[config.mk]
export PLATFORM = sky130hd
export DESIGN_NAME = acq_irq_ctrl
export DESIGN_NICKNAME = d
export VERILOG_FILES = /design/src/rtl/acq_irq_pkg.sv /design/src/rtl/acq_irq_flag.sv /design/src/rtl/acq_irq_regif.sv /design/src/rtl/acq_irq_merge.sv /design/src/rtl/acq_irq_ctrl.sv
export SDC_FILE = /design/constraint.sdc
export NUM_CORES = 1
export LEC_CHECK = 0
export ABC_AREA = 1
export ABC_CLOCK_PERIOD_IN_PS = 900
export BUFFER_PORTS_ARGS = -buffer_cell sky130_fd_sc_hd__buf_4
export CELL_PAD_IN_SITES_DETAIL_PLACEMENT = 1
export CELL_PAD_IN_SITES_GLOBAL_PLACEMENT = 1
export CORE_MARGIN = 2
export CORE_UTILIZATION = 21
export DETAILED_ROUTE_END_ITERATION = 8
export GPL_TIMING_DRIVEN = 0
export PLACE_DENSITY_LB_ADDON = 0.25
export SYNTH_ARGS = -nofsm -noshare
export SYNTH_HDL_FRONTEND = slang
export SYNTH_SLANG_ARGS = --single-unit
[constraint.sdc]
create_clock -name clk -period 0.9 [get_ports clk]
set_clock_uncertainty 0.05 [all_clocks]
set_input_delay 0.225 -clock clk [delete_from_list [all_inputs] [get_ports clk]]
set_output_delay 0.225 -clock clk [all_outputs]
set_load 0.01 [all_outputs]
[src/rtl/acq_irq_pkg.sv]
// Shared constants for the acquisition interrupt controller.
// Assumes an 8-bit data bus; bit positions below are host-visible layout.
package acq_irq_pkg;
    localparam int NUM_SRC = 3;
    localparam int IDX_EOS  = 0;
    localparam int IDX_FIFO = 1;
    localparam int IDX_TMR  = 2;

    localparam int CTRL_EOS_EN_BIT  = 0;
    localparam int CTRL_FIFO_EN_BIT = 1;
    localparam int AUX_TMR_EN_BIT   = 5;
    localparam int STAT_EOS_BIT     = 0;
    localparam int STAT_FIFO_BIT    = 1;
    localparam int AUX_TMR_FLAG_BIT = 4;
endpackage

[src/rtl/acq_irq_flag.sv]
// Sticky event flag: set by a pulse, cleared by a strobe, set wins on collision.
// Assumes set and clr are synchronous single-cycle strobes.
module acq_irq_flag (
    input  logic clk,
    input  logic rst_n,
    input  logic set,
    input  logic clr,
    output logic q
);
    // Hold the flag; a new event overrides a simultaneous clear.
    always_ff @(posedge clk) begin
        if (!rst_n)   q <= 1'b0;
        else if (set) q <= 1'b1;
        else if (clr) q <= 1'b0;
    end

    AST_FLAG_SETS:  assert property (@(posedge clk) disable iff (!rst_n) set |=> q);
    AST_FLAG_CLRS:  assert property (@(posedge clk) disable iff (!rst_n) (clr && !set) |=> !q);
    AST_FLAG_HOLDS: assert property (@(posedge clk) disable iff (!rst_n) (!set && !clr) |=> (q == $past(q)));
endmodule

[src/rtl/acq_irq_regif.sv]
// Host register interface: enable registers on the write side, flag status
// on the read side, and per-source clear strobes derived from bus access.
// Assumes bus_wr and bus_rd are single-cycle strobes; read data is combinational.
module acq_irq_regif
    import acq_irq_pkg::*;
#(
    parameter int ADDR_W   = 4,
    parameter int DATA_W   = 8,
    parameter int CTRL_OFF = 2,
    parameter int AUX_OFF  = 15
) (
    input  logic               clk,
    input  logic               rst_n,
    input  logic [ADDR_W-1:0]  bus_addr,
    input  logic               bus_wr,
    input  logic               bus_rd,
    input  logic [DATA_W-1:0]  bus_wdata,
    input  logic [NUM_SRC-1:0] flag_q,
    output logic [NUM_SRC-1:0] en_q,
    output logic [NUM_SRC-1:0] clr,
    output logic [DATA_W-1:0]  bus_rdata
);
    localparam logic [ADDR_W-1:0] CTRL_A = ADDR_W'(CTRL_OFF);
    localparam logic [ADDR_W-1:0] AUX_A  = ADDR_W'(AUX_OFF);

    logic hit_ctrl, hit_aux;
    logic unused_wbits;

    assign hit_ctrl     = (bus_addr == CTRL_A);
    assign hit_aux      = (bus_addr == AUX_A);
    assign unused_wbits = ^bus_wdata;

    // Load enables from writes to the two control offsets.
    always_ff @(posedge clk) begin
        if (!rst_n) begin
            en_q <= '0;
        end else begin
            if (bus_wr && hit_ctrl) begin
                en_q[IDX_EOS]  <= bus_wdata[CTRL_EOS_EN_BIT];
                en_q[IDX_FIFO] <= bus_wdata[CTRL_FIFO_EN_BIT];
            end
            if (bus_wr && hit_aux)
                en_q[IDX_TMR] <= bus_wdata[AUX_TMR_EN_BIT];
        end
    end

    // Derive clears: status read for scan/FIFO, disabling write for timer.
    always_comb begin
        clr           = '0;
        clr[IDX_EOS]  = bus_rd && hit_ctrl;
        clr[IDX_FIFO] = bus_rd && hit_ctrl;
        clr[IDX_TMR]  = bus_wr && hit_aux && !bus_wdata[AUX_TMR_EN_BIT];
    end

    // Return the addressed status register during a read, zero otherwise.
    always_comb begin
        bus_rdata = '0;
        if (bus_rd && hit_ctrl) begin
            bus_rdata[STAT_EOS_BIT]  = flag_q[IDX_EOS];
            bus_rdata[STAT_FIFO_BIT] = flag_q[IDX_FIFO];
        end else if (bus_rd && hit_aux) begin
            bus_rdata[AUX_TMR_FLAG_BIT] = flag_q[IDX_TMR];
        end
    end

    AST_EN_WRITE: assert property (@(posedge clk) disable iff (!rst_n)
        (bus_wr && hit_ctrl) |=> (en_q[IDX_EOS] == $past(bus_wdata[CTRL_EOS_EN_BIT])));
    AST_EN_OTHER: assert property (@(posedge clk) disable iff (!rst_n)
        (!bus_wr || (!hit_ctrl && !hit_aux)) |=> $stable(en_q));
    AST_IDLE_RD:  assert property (@(posedge clk) disable iff (!rst_n)
        !bus_rd |-> (bus_rdata == '0));
endmodule

[src/rtl/acq_irq_merge.sv]
// Combines flags with enables into the single host interrupt request.
// Assumes both vectors come from registers, so irq is glitch-free at the edge.
module acq_irq_merge
    import acq_irq_pkg::*;
(
    input  logic               clk,
    input  logic               rst_n,
    input  logic [NUM_SRC-1:0] flag_q,
    input  logic [NUM_SRC-1:0] en_q,
    output logic               irq
);
    // Request when any enabled source has its flag raised.
    always_comb irq = |(flag_q & en_q);

    AST_NO_EN_NO_IRQ: assert property (@(posedge clk) disable iff (!rst_n)
        (en_q == '0) |-> !irq);
endmodule

[src/rtl/acq_irq_ctrl.sv]
// Top: acquisition interrupt and status controller. Maps event pulses to
// sticky flags, exposes them on a small register bus, and drives irq.
// Assumes all event inputs are synchronous single-cycle pulses.
module acq_irq_ctrl
    import acq_irq_pkg::*;
#(
    parameter int ADDR_W   = 4,
    parameter int DATA_W   = 8,
    parameter int CTRL_OFF = 2,
    parameter int AUX_OFF  = 15
) (
    input  logic              clk,
    input  logic              rst_n,
    input  logic [ADDR_W-1:0] bus_addr,
    input  logic              bus_wr,
    input  logic              bus_rd,
    input  logic [DATA_W-1:0] bus_wdata,
    output logic [DATA_W-1:0] bus_rdata,
    input  logic              single_chan,
    input  logic              scan_done,
    input  logic              conv_done,
    input  logic              fifo_afull,
    input  logic              tmr_ovf,
    output logic              irq
);
    logic [NUM_SRC-1:0] ev;
    logic [NUM_SRC-1:0] clr;
    logic [NUM_SRC-1:0] flag_q;
    logic [NUM_SRC-1:0] en_q;

    // Route pulses to sources; one-channel lists count each conversion as a scan.
    always_comb begin
        ev           = '0;
        ev[IDX_EOS]  = scan_done || (single_chan && conv_done);
        ev[IDX_FIFO] = fifo_afull;
        ev[IDX_TMR]  = tmr_ovf;
    end

    for (genvar i = 0; i < NUM_SRC; i++) begin : g_flag
        acq_irq_flag u_flag (
            .clk   (clk),
            .rst_n (rst_n),
            .set   (ev[i]),
            .clr   (clr[i]),
            .q     (flag_q[i])
        );
    end

    acq_irq_regif #(
        .ADDR_W   (ADDR_W),
        .DATA_W   (DATA_W),
        .CTRL_OFF (CTRL_OFF),
        .AUX_OFF  (AUX_OFF)
    ) u_regif (
        .clk       (clk),
        .rst_n     (rst_n),
        .bus_addr  (bus_addr),
        .bus_wr    (bus_wr),
        .bus_rd    (bus_rd),
        .bus_wdata (bus_wdata),
        .flag_q    (flag_q),
        .en_q      (en_q),
        .clr       (clr),
        .bus_rdata (bus_rdata)
    );

    acq_irq_merge u_merge (
        .clk    (clk),
        .rst_n  (rst_n),
        .flag_q (flag_q),
        .en_q   (en_q),
        .irq    (irq)
    );

    AST_TMR_READ_KEEP: assert property (@(posedge clk) disable iff (!rst_n)
        (bus_rd && !bus_wr && bus_addr == ADDR_W'(AUX_OFF) && flag_q[IDX_TMR]) |=> flag_q[IDX_TMR]);
    AST_CONV_IGNORED:  assert property (@(posedge clk) disable iff (!rst_n)
        (conv_done && !single_chan && !scan_done && !flag_q[IDX_EOS]) |=> !flag_q[IDX_EOS]);
    AST_STAT_READ_CLR: assert property (@(posedge clk) disable iff (!rst_n)
        (bus_rd && bus_addr == ADDR_W'(CTRL_OFF) && !fifo_afull) |=> !flag_q[IDX_FIFO]);
endmodule

[After elaboration in Yosys (flattened, before gate mapping)]
Cells that the tools add are included.
Cells by class
  reduce and logical (&&, ||, !) cells: 12
  mux-type cells: 8
  bitwise gates (word level): 1
  equality and inequality tests: 2
Operator list (count)
  1-bit two-way mux: 7
  1-bit logical AND: 6
  2-bit nonzero test: 3
  4-bit by 2-bit equality test with 1-bit output, second input constant: 1
  4-bit equality test, second input constant: 1
  3-bit AND: 1
  3-bit OR reduction: 1
  2-bit two-way mux: 1
  1-bit zero test: 1
  1-bit logical OR: 1
Word-level totals
  output and inout bits: 9
  bits of input ports: 21
  register bits: 6
  logic and storage cells: 28

[Logic depth before layout (Yosys ltp)]
  depth after elaboration: 5
  gate-level depth with buffers: 5
  depth with buffers taken out: 5

[Modules after synthesis]
From an unflattened synthesis, not the netlist that was laid out.
Unflattened totals
  cells, all modules: 69
  area total of the unflattened synthesis: 417.9 µm²
By module, submodules not included
  acq_irq_regif: instances 1, cells an instance 44, area each 259.0 µm²
  acq_irq_flag: instances 3, cells an instance 6, area each 43.8 µm²
  acq_irq_merge: instances 1, cells an instance 4, area each 16.3 µm²
  acq_irq_ctrl: instances 1, cells an instance 3, area each 11.3 µm²

[Worst setup path before layout]
Ideal clock, no wire load.
  kind: input to output
  start point: input port bus_addr[0]
  end point: output port bus_rdata[0]
  stages on the path: 3
  path buffers: 0
  path slack: -0.025 ns
  arrival: 0.650 ns
  path through: nor2_2 -> nand4_2 -> nor2_1
Between the ends
  longest elaborated chain between the ends: 3
RTL lines
  start, declared: line acq_irq_ctrl.sv:14  | input logic [ADDR_W-1:0] bus_addr,
  4-bit by 2-bit equality test with 1-bit output: line acq_irq_regif.sv:29  | assign hit_ctrl = (bus_addr == CTRL_A);
  1-bit logical AND: line acq_irq_regif.sv:58  | if (bus_rd && hit_ctrl) begin
  2-bit two-way mux: line acq_irq_regif.sv:58
  end, declared: line acq_irq_ctrl.sv:18  | output logic [DATA_W-1:0] bus_rdata,
No other way between the ends.

[Worst setup path after layout]
  start point: register u_regif.en_q[1]
  end point: output port irq
Between the ends
  longest elaborated chain between the ends: 2
RTL lines
  start, declared: line acq_irq_regif.sv:19  | output logic [NUM_SRC-1:0] en_q,
  start signal, assigned by index: line acq_irq_regif.sv:39  | en_q[IDX_EOS] <= bus_wdata[CTRL_EOS_EN_BIT];
  start signal, assigned by index: line acq_irq_regif.sv:40  | en_q[IDX_FIFO] <= bus_wdata[CTRL_FIFO_EN_BIT];
  start signal, assigned by index: line acq_irq_regif.sv:43  | en_q[IDX_TMR] <= bus_wdata[AUX_TMR_EN_BIT];
  3-bit AND: line acq_irq_merge.sv:13  | always_comb irq = |(flag_q & en_q);
  3-bit OR reduction: line acq_irq_merge.sv:13
  end, declared: line acq_irq_ctrl.sv:24  | output logic irq
No other way between the ends.

==> flow_summary.toml <==
[detailed_routing]
routed_wl_um = 979
vias_per_cell = 4.16
drt_pre_antenna_iters = 1
drc = 0
ant_nets = 0
vias = 399
routedWlPerCell_um = 10.2
drt-initial-drc-count = 0

[cells_and_area]
layout.nets = 103
layout.area.seq_um2 = 125
final_cells = 96
num_antenna_cells = 0
finish.instance_area_um2 = 627
fin_util_pct = 41.1
area_growth_pct = 82.8
fillers = 204
multi_input_area_um2 = 211
layout-drive-gt1-share_pct = 58.8

[floorplan]
die_w_um = 44.4
initial_utilization_pct = 22.5
dieArea_mm2 = 0.00197
io_pins = 30
die_h_um = 44.4
rows = 14
coreArea_mm2 = 0.00152

[global_route]
grt_max_degree = 5
overflow = 0
first_global_vias = 346
antenna_found_initial = 0
grt_pass1_wl_um = 1420
track_usage_pct = 10.5

[logic_synthesis]
ys_seq_elements = 6
syn_avg_cell_area_um2 = 6.86
netlist-cell-type-count = 12
yosysWarnings = 0
synth_flop_cell = "dfxtp_1"
ys_async_sr_fraction_pct = 0
synth_seq_area_share_pct = 35.0
ys_top_cells_by_count = "nand2_1, inv_1, nor2_1, dfxtp_1"
synth_top_cell_by_area = "dfxtp_1"
synth_area_um2 = 343
synth.most_common_cell = "nand2_1"
synth_edf_count = 0
synthTopCellsByArea = "dfxtp_1, buf_4, nand2_1, inv_1, nor2_1"
synthCells = 50
synth_top_area_share_pct = 35.0

[clocking]
clk_latency_ns = 0.25
cts_tree = "yes"
numCtsBuffers = 3
cts.clk_slew.worst_paths_ns = 0.05
cts_max_level = 1
clock-sinks = 6
root_buffer = "clkbuf_4"
clockBufferDepth = 2
holdBufCountCts = 0

[placed_design]
routabilityCongestion = 0.688
place_ws_ns = -0.241
dpl-instance-area_um2 = 520
portBuffers = 19
placed_cells = 89
hpwl_um = 730

[worst_setup_path]
worstSetupStartpointType = "register"
crit_path_top_delay_cell = "dfxtp_2"
slowest_delay_ns = 0.31
cp_cell_sequence = "inv_2 -> o221ai_2 -> buf_4"
end_kind = "output pin"
cp-startpoint = "u_regif.en_q[1]"
crit_buf_inv = 2
crit_family = "flip-flops"
r2r-start = "u_regif.en_q[2]"
worst-setup-path-type = "reg -> out"
required_ns = 0.62
critical_path_arrival_ns = 0.91
crit_fanout = 2

[pwr]
comb_power_share_pct = 22.5
intPower_uw = 520
power_frac_seq_pct = 41.1
finalPower_uw = 707
power.switching_uw = 187
power.density_mw_per_mm2 = 1130
clock_power_share_pct = 36.4
swShare_pct = 26.4
power.leakage_nw = 0.328
vdd_drop_max_mv = 0.464

[run_status]
violations = "setup timing"
status = "finished, violations left"

[timing]
maxSlewViolCount = 0
timing.hold.ws_ns = 0.134
setup_ws_ns = -0.283
hold_viol_final = 0
fmax_mhz = 845
period_minus_slack_ns = 1.18
setup_viol = 4
period_share_pct = 131
fin_tns_setup_ns = -0.953
grt_setup_unrepaired = "true"

[flow_run]
drv_cap = 0

[hold_path]
hold_path.class = "in -> reg"
hp-start = "fifo_afull"
worst paths after layout:
kind                   endpoint  slack, ns  cells past startpoint
max reg2reg     u_regif.en_q[2]       0.23                      2
max                         irq      -0.28                      3
min          g_flag[1].u_flag.q       0.13                      3
min reg2reg  g_flag[0].u_flag.q       0.43                      2
power by group through the flow:
stage,clock (mW),combinational (mW),sequential (mW)
after floorplan,0,0.0617,0.289
after global placement,0,0.128,0.291
after detailed placement,0,0.130,0.291
after CTS,0.276,0.146,0.289
after global routing,0.292,0.174,0.292
final,0.257,0.159,0.290
registers in the layout, indices dropped and copies added, names as in the netlist:
signal / cells
u_regif.en_q: 3
g_flag.u_flag.q: 3
cell families (layout without fill, tap and decap cells):
group	Yosys count	count (layout)	synth area share, %
other	1	5	1.09
and+or+nand+nor	24	24	34.3
AOI/OAI and AO/OA	6	6	9.85
buffers and inverters	13	39	19.7
DFF	6	6	35.0
cells in the final DEF (no fill, tap or decap), types with 2 or more instances in the layout:
cell type	netlist	routed
nor2_2	2	2
buf_6	0	2
clkbuf_4	0	3
nand2_1	10	9
nor2_1	8	7
inv_2	0	3
conb_1	1	5
dfxtp_2	0	4
nand4_4	0	2
dfxtp_1	6	2
inv_1	8	5
a21oi_1	5	4
buf_4	5	26
worst reg2reg max path: cells and delay by family, from the launching register on:
kind / cells / cell delay (ns)
flip-flops: 1 / 0.31
AND/OR/NAND/NOR: 1 / 0.06
AO/OA/AOI/OAI: 1 / 0.14
layer usage:
layer	wire, um	vias to the layer above	global-route usage (%)
li1	-	205	-
met1	364	179	10.9
met2	528	11	16.8
met3	58	4	4.90
met4	28	0	7.27
met5	0	-	0
area by class of cell:
class | count | area share (%)
multi-input cells | 35 | 33.7
clock buffers | 3 | 3.59
plain buffers | 5 | 5.99
repair buffers | 23 | 28.7
flip-flops and latches | 6 | 20.0
well taps | 16 | 3.19
inverters | 8 | 4.79
timing repair:
| action | CTS | global route |
|---|---|---|
| endpoints found under the setup margin | 4 | 5 |
| resized for setup | 10 | 7 |
| pin swaps | 4 | 3 |
| setup buffers | 3 | 1 |
Note: power is estimated with default switching activity, not from simulation.
